## src/rtl/coh_dir_pkg.sv

```systemverilog
package coh_dir_pkg;

    typedef enum logic [1:0] {
        DIR_U  = 2'd0,
        DIR_EM = 2'd1,
        DIR_S  = 2'd2
    } dir_state_e;

    typedef enum logic [1:0] {
        RQ_RD  = 2'd0,
        RQ_RDX = 2'd1,
        RQ_UPG = 2'd2,
        RQ_RSV = 2'd3
    } req_kind_e;

    typedef enum logic [1:0] {
        MS_DATA  = 2'd0,
        MS_GRANT = 2'd1,
        MS_INV   = 2'd2,
        MS_INTV  = 2'd3
    } msg_kind_e;

endpackage

```

## src/rtl/coh_dir_mem.sv

```systemverilog
module coh_dir_mem #(
    parameter int          BLOCKS   = 16,
    parameter int          DATA_W   = 32,
    parameter logic [31:0] MEM_SALT = 32'hC0DE0000
) (
    input  logic                      clk,
    input  logic                      rst_n,
    input  logic                      rd_en,
    input  logic [$clog2(BLOCKS)-1:0] rd_blk,
    output logic [DATA_W-1:0]         rd_data
);
    localparam int BLK_W = $clog2(BLOCKS);

    logic [DATA_W-1:0] data_d, data_q;

    function automatic logic [DATA_W-1:0] word_of(input logic [BLK_W-1:0] b);
        return DATA_W'(MEM_SALT) ^ DATA_W'(b);
    endfunction

    always_comb begin
        data_d = data_q;
        if (rd_en) data_d = word_of(rd_blk);
    end

    always_ff @(posedge clk) begin
        if (!rst_n) data_q <= '0;
        else        data_q <= data_d;
    end

    assign rd_data = data_q;
endmodule

```

## src/rtl/coh_dir_table.sv

```systemverilog
module coh_dir_table
    import coh_dir_pkg::*;
#(
    parameter int NODES  = 8,
    parameter int BLOCKS = 16
) (
    input  logic                      clk,
    input  logic                      rst_n,
    input  logic [$clog2(BLOCKS)-1:0] rd_blk,
    output dir_state_e                rd_st,
    output logic [NODES-1:0]          rd_vec,
    input  logic                      we,
    input  logic [$clog2(BLOCKS)-1:0] wr_blk,
    input  dir_state_e                wr_st,
    input  logic [NODES-1:0]          wr_vec
);
    dir_state_e       st_q  [BLOCKS];
    logic [NODES-1:0] vec_q [BLOCKS];

    for (genvar g = 0; g < BLOCKS; g++) begin : g_entry
        dir_state_e       st_d;
        logic [NODES-1:0] vec_d;

        always_comb begin
            st_d  = st_q[g];
            vec_d = vec_q[g];
            if (we && (wr_blk == $clog2(BLOCKS)'(g))) begin
                st_d  = wr_st;
                vec_d = wr_vec;
            end
        end

        always_ff @(posedge clk) begin
            if (!rst_n) begin
                st_q[g]  <= DIR_U;
                vec_q[g] <= '0;
            end else begin
                st_q[g]  <= st_d;
                vec_q[g] <= vec_d;
            end
        end
    end

    assign rd_st  = st_q[rd_blk];
    assign rd_vec = vec_q[rd_blk];
endmodule

```

## src/rtl/coh_dir_next.sv

```systemverilog
module coh_dir_next
    import coh_dir_pkg::*;
#(
    parameter int NODES = 8
) (
    input  dir_state_e               cur_st,
    input  logic [NODES-1:0]         cur_vec,
    input  req_kind_e                kind,
    input  logic [$clog2(NODES)-1:0] node,
    output dir_state_e               new_st,
    output logic [NODES-1:0]         new_vec,
    output logic                     fwd_en,
    output msg_kind_e                fwd_kind,
    output logic [NODES-1:0]         fwd_mask,
    output logic                     rsp_en,
    output msg_kind_e                rsp_kind
);
    logic [NODES-1:0] own, others;
    req_kind_e        eff;

    always_comb begin
        own    = NODES'(1) << node;
        others = cur_vec & ~own;
        eff    = kind;
        if (kind == RQ_RSV)                        eff = RQ_RD;
        else if (kind == RQ_UPG && cur_st != DIR_S) eff = RQ_RDX;

        new_st   = cur_st;
        new_vec  = cur_vec;
        fwd_en   = 1'b0;
        fwd_kind = MS_INV;
        fwd_mask = others;
        rsp_en   = 1'b0;
        rsp_kind = MS_DATA;

        case (cur_st)
            DIR_EM: begin
                fwd_en = |others;
                if (eff == RQ_RD) begin
                    fwd_kind = MS_INTV;
                    new_st   = DIR_S;
                    new_vec  = cur_vec | own;
                end else begin
                    new_vec  = own;
                end
            end
            DIR_S: begin
                rsp_en = 1'b1;
                if (eff == RQ_RD) begin
                    new_vec = cur_vec | own;
                end else begin
                    fwd_en  = |others;
                    new_st  = DIR_EM;
                    new_vec = own;
                    if (eff == RQ_UPG) rsp_kind = MS_GRANT;
                end
            end
            default: begin
                rsp_en  = 1'b1;
                new_st  = DIR_EM;
                new_vec = own;
            end
        endcase
    end
endmodule

```

## src/rtl/coh_dir_ctrl.sv

```systemverilog
module coh_dir_ctrl
    import coh_dir_pkg::*;
#(
    parameter int          NODES    = 8,
    parameter int          BLOCKS   = 16,
    parameter int          DATA_W   = 32,
    parameter logic [31:0] MEM_SALT = 32'hC0DE0000
) (
    input  logic                      clk,
    input  logic                      rst_n,
    input  logic                      req_valid,
    output logic                      req_ready,
    input  logic [1:0]                req_kind,
    input  logic [$clog2(NODES)-1:0]  req_node,
    input  logic [$clog2(BLOCKS)-1:0] req_blk,
    output logic                      msg_valid,
    input  logic                      msg_ready,
    output logic [1:0]                msg_kind,
    output logic [NODES-1:0]          msg_dest,
    output logic [$clog2(BLOCKS)-1:0] msg_blk,
    output logic [DATA_W-1:0]         msg_data
);
    localparam int BLK_W = $clog2(BLOCKS);

    typedef struct packed {
        logic             fwd_pend;
        msg_kind_e        fwd_kind;
        logic [NODES-1:0] fwd_mask;
        logic             rsp_pend;
        msg_kind_e        rsp_kind;
        logic [NODES-1:0] rsp_mask;
        logic [BLK_W-1:0] blk;
    } ctl_t;

    ctl_t ctl_d, ctl_q;

    logic              busy, accept, take;
    dir_state_e        tb_st, nx_st;
    logic [NODES-1:0]  tb_vec, nx_vec, nx_fwd_mask;
    logic              nx_fwd_en, nx_rsp_en;
    msg_kind_e         nx_fwd_kind, nx_rsp_kind;
    logic [DATA_W-1:0] mem_data;

    assign busy   = ctl_q.fwd_pend | ctl_q.rsp_pend;
    assign accept = req_valid & ~busy;
    assign take   = busy & msg_ready;

    coh_dir_table #(.NODES(NODES), .BLOCKS(BLOCKS)) u_table (
        .clk    (clk),
        .rst_n  (rst_n),
        .rd_blk (req_blk),
        .rd_st  (tb_st),
        .rd_vec (tb_vec),
        .we     (accept),
        .wr_blk (req_blk),
        .wr_st  (nx_st),
        .wr_vec (nx_vec)
    );

    coh_dir_next #(.NODES(NODES)) u_next (
        .cur_st   (tb_st),
        .cur_vec  (tb_vec),
        .kind     (req_kind_e'(req_kind)),
        .node     (req_node),
        .new_st   (nx_st),
        .new_vec  (nx_vec),
        .fwd_en   (nx_fwd_en),
        .fwd_kind (nx_fwd_kind),
        .fwd_mask (nx_fwd_mask),
        .rsp_en   (nx_rsp_en),
        .rsp_kind (nx_rsp_kind)
    );

    coh_dir_mem #(.BLOCKS(BLOCKS), .DATA_W(DATA_W), .MEM_SALT(MEM_SALT)) u_mem (
        .clk     (clk),
        .rst_n   (rst_n),
        .rd_en   (accept),
        .rd_blk  (req_blk),
        .rd_data (mem_data)
    );

    always_comb begin
        ctl_d = ctl_q;
        if (take) begin
            if (ctl_q.fwd_pend) ctl_d.fwd_pend = 1'b0;
            else                ctl_d.rsp_pend = 1'b0;
        end
        if (accept) begin
            ctl_d.fwd_pend = nx_fwd_en;
            ctl_d.fwd_kind = nx_fwd_kind;
            ctl_d.fwd_mask = nx_fwd_mask;
            ctl_d.rsp_pend = nx_rsp_en;
            ctl_d.rsp_kind = nx_rsp_kind;
            ctl_d.rsp_mask = NODES'(1) << req_node;
            ctl_d.blk      = req_blk;
        end
    end

    always_ff @(posedge clk) begin
        if (!rst_n) ctl_q <= '0;
        else        ctl_q <= ctl_d;
    end

    assign req_ready = ~busy;
    assign msg_valid = busy;
    assign msg_kind  = ctl_q.fwd_pend ? ctl_q.fwd_kind : ctl_q.rsp_kind;
    assign msg_dest  = ctl_q.fwd_pend ? ctl_q.fwd_mask : ctl_q.rsp_mask;
    assign msg_blk   = ctl_q.blk;
    assign msg_data  = (ctl_q.fwd_pend || ctl_q.rsp_kind != MS_DATA) ? '0 : mem_data;
endmodule

```

## config.mk

```make
export PLATFORM = sky130hd
export DESIGN_NAME = coh_dir_ctrl
export DESIGN_NICKNAME = d
export VERILOG_FILES = /design/src/rtl/coh_dir_pkg.sv /design/src/rtl/coh_dir_mem.sv /design/src/rtl/coh_dir_table.sv /design/src/rtl/coh_dir_next.sv /design/src/rtl/coh_dir_ctrl.sv
export SDC_FILE = /design/constraint.sdc
export NUM_CORES = 1
export LEC_CHECK = 0
export BUFFER_PORTS_ARGS = -buffer_cell sky130_fd_sc_hd__buf_2
export CORE_ASPECT_RATIO = 0.6
export CORE_MARGIN = 3
export CORE_UTILIZATION = 63
export CTS_CLUSTER_SIZE = 8
export DETAILED_ROUTE_END_ITERATION = 10
export PLACE_DENSITY = 0.83
export SETUP_SLACK_MARGIN = 0.15
export SLEW_MARGIN = 15
export SYNTH_ARGS = -nofsm -noshare
export SYNTH_HDL_FRONTEND = slang
export SYNTH_SLANG_ARGS = --single-unit
```

## constraint.sdc

```tcl
create_clock -name clk -period 9.2 [get_ports clk]
set_input_delay 0.46 -clock clk [delete_from_list [all_inputs] [get_ports clk]]
set_output_delay 0.46 -clock clk [all_outputs]
set_load 0.05 [all_outputs]
```

==> metrics.md <==
| Metric | Value |
|---|---|
| Hold Path Class | `input pin to register` |
| Skew-Pair Late Insertion Delay | `about 0.43 ns` |
| GR Util All Layers | `approximately 30%` |
| Area of the multi-input gates | `2949 um2` |
| Cell Rows | `32` |
| H-tree depth | `4` |
| Filler cells | `approximately 840` |
| Layout cell share with drive strength beyond 1 | `about a fifth` |
| Routed Antenna Nets | `0` |
| Gpl congestion | `0.8886` |
| Tmin final | `~3.8 ns` |
| Dpl cell area | `roughly 8900 um2` |
| Layout Utilization | `72.32%` |
| Drt total wl | `around 22000 um` |
| Design Area, Final | `~9500 um2` |
| Syn avg cell area | `12.17 um2` |
| Leak | `approximately 3.5 nW` |
| Setup_tns | `0 ns` |
| Die ar. | `15160 um2` |
| Maximum vdd drop | `0.0001465 V` |
| Initial core utilization | `between 60% and 70%` |
| WL per Instance | `approximately 24 um` |
| Netlist cell types | `46` |
| Die X | `roughly 160 um` |
| Number of I/O port buffers | `40` |
| Setup CP Type | `input pin to register` |
| CTS tree | `yes` |
| Vias in the first global route | `5723` |
| Dominant cell by count in the synthesized netlist | `nor2_1` |
| Remaining DRCs | `0` |
| Largest net degree at the start of global routing | `60` |
| Hold_buf cts | `0` |
| Chip height | `approximately 97 um` |
| Post-synthesis instance total | `708` |
| Startpoint Class | `input pin` |
| Fmax | `approximately 0.26 GHz` |
| First-pass iteration count of the detailed router | `6` |
| Final worst setup slack | `5.401 ns` |
| Layout Nets | `about 760` |
| Total CTS buffers | `17` |
| Post-synth ARST share | `0%` |
| Sequential share of the synthesized area | `roughly three fifths` |
| Share of Yosys cell area claimed by the top area cell type | `a little under three fifths` |
| Setup crit end kind | `register` |
| Reg2reg end | `u_table.vec_q[6][0]` |
| Fin Clk Skew | `between 0.008 and 0.009 ns` |
| Clock transition at path regs | `around 0.07 ns` |
| Post-synth top cells | `nor2_1 (190), edfxtp_1 (160), nand2_1 (52)` |
| Detail Placement HPWL | `14420 um` |
| CP required | `roughly 9.4 ns` |
| Max-Cap Viols | `0` |
| First-pass GRT wire length | `~33000 um` |
| Final Slew Violations | `0` |
| Initial DRC Count | `about 850` |
| Final Cycle Share | `between 40% and 50%` |
| Yosys top cell by area | `edfxtp_1` |
| Worst setup path end | `u_table.vec_q[1][7]` |
| #FFs+latches synth | `approximately 190` |
| Reg2reg start | `ctl_q[25]` |
| Slew @ Worst Pin | `roughly 1.2 ns` |
| Worst R2R Setup Slack | `around 5.7 ns` |
| Post-cts resize count | `0` |
| Final setup fails | `0` |
| Clk Tree Root Cell | `clkbuf_16` |
| GR Overflow Total | `0` |
| Worst R2R Path Depth | `5` |
| Pwr/cell area | `209.1 nW/um2` |
| Initial antenna violation count | `0` |
| CP max FO | `24` |
| Area delta synth->final | `9.920%` |
| Num ports | `61` |
| Crit path from | `req_blk[0]` |
| Register area | `roughly 5300 um2` |
| CP arrival | `3.95 ns` |
| RSZ-0062 raised after global routing | `no` |
| Synth area leaders | `edfxtp_1 (56%), nor2_1 (8.3%), mux4_2 (6.0%), dfxtp_1 (5.8%), mux2_2 (3.1%)` |
| Inserted Diodes | `0` |
| Total number of vias | `around 6000` |
| CTS Sinks | `185` |
| Clk buf depth | `2` |
| Placeable Area | `between 10000 and 15000 um2` |
| Setup Fix Bufs, Post-CTS | `0` |
| Yosys warning total | `0` |
| Post-synth EDFFs | `160` |
| Mapped Area | `8615 um2` |
| Rel. slew slack | `around 22%` |
| DP Worst Slack | `roughly 4.8 ns` |
| Ys flop type | `edfxtp_1` |
| Final Hold Viols | `0` |
| Vias per Instance | `approximately 6.5` |
| Outcome | `completed` |
## cells in the final DEF (no fill, tap or decap), types with 20 or more instances in the layout
| cell | instances |
|---|---|
| a21oi_1 | 22 |
| buf_2 | 40 |
| buf_4 | 24 |
| conb_1 | 20 |
| dfxtp_1 | 25 |
| edfxtp_1 | 160 |
| mux2_2 | 24 |
| mux2i_1 | 26 |
| mux4_2 | 23 |
| nand2_1 | 52 |
| nor2_1 | 190 |
| o21ai_0 | 20 |
## where the power goes
group          switching, W  leakage [nW]  internal, W
combinational      0.000200          1.38    0.0000734
clock              0.000333         0.298     0.000414
sequential        0.0000142          1.86     0.000945
## layout make-up
cell class / count / share of cell area, %
Clock inverter: 12 / 1.268
Tap cell: 170 / 2.246
Multi-Input combinational cell: 464 / 31.14
Timing Repair Buffer: 64 / 4.017
Clock buffer: 20 / 5.061
Sequential cell: 185 / 56.03
Inverter: 6 / 0.2378
## registers in the layout, indices dropped and copies added (netlist names)
| signal | count |
|---|---|
| u_table.vec_q | 128 |
| u_table.st_q | 32 |
| u_mem.rd_data | 1 |
| ctl_q | 21 |
| msg_blk | 3 |
## logic make-up (layout without fill, tap and decap cells)
logic type / after synthesis / in the layout / share of synthesized area, %
AND/OR/NAND/NOR: 286 / 286 / 13.81
flip-flops: 185 / 185 / 61.58
AO/OA/AOI/OAI: 78 / 78 / 5.708
buffers and inverters: 78 / 102 / 5.185
multiplexers: 76 / 76 / 13.09
adder cells (fa/ha/maj): 4 / 4 / 0.5810
other: 1 / 20 / 0.04353
## metal layers
metal / share of wire [%] / global-route usage, % / vias up
met5: 0 / 0 / -
met4: 2.0 / 8.813 / 0
met3: 15 / 9.613 / 59
met2: 46 / 44.15 / 471
met1: 37 / 42.10 / 2907
li1: - / - / 2546
## stage by stage
| stage | power [W] | std cells | hold slack [ns] |
|---|---|---|---|
| 6_report | 0.001980 | 921 | 0.3121 |
| 5_1_grt | 0.002029 | 921 | 0.3135 |
| 4_1_cts | 0.001972 | 921 | 0.3054 |
| 3_5_place_dp | 0.001239 | 889 | 0.4479 |
| 3_3_place_gp | 0.001228 | 889 | 0.4381 |
| 2_1_floorplan | 0.001180 | 727 | 0.4285 |
## critical path: stages
cell and delay [ns]:
buf_2 0.53, mux4_1 0.70, mux4_2 0.55, ha_1 0.47, nor2b_1 0.09, buf_4 0.20
a21oi_1 0.60, buf_4 0.28, nor2_1 0.06
## worst min-delay path by stage
stage | startpoint | endpoint | slack (ns) | cells past startpoint
5_1_grt | req_valid | ctl_q[14] | 0.31 | 3
2_1_floorplan | ctl_q[23] | ctl_q[23] | 0.43 | 2
6_report | req_valid | ctl_q[14] | 0.31 | 3
3_5_place_dp | ctl_q[8] | ctl_q[8] | 0.45 | 2
4_1_cts | req_valid | ctl_q[14] | 0.31 | 3
3_3_place_gp | ctl_q[23] | ctl_q[23] | 0.44 | 2
Note: power is estimated with default switching activity, not from simulation.
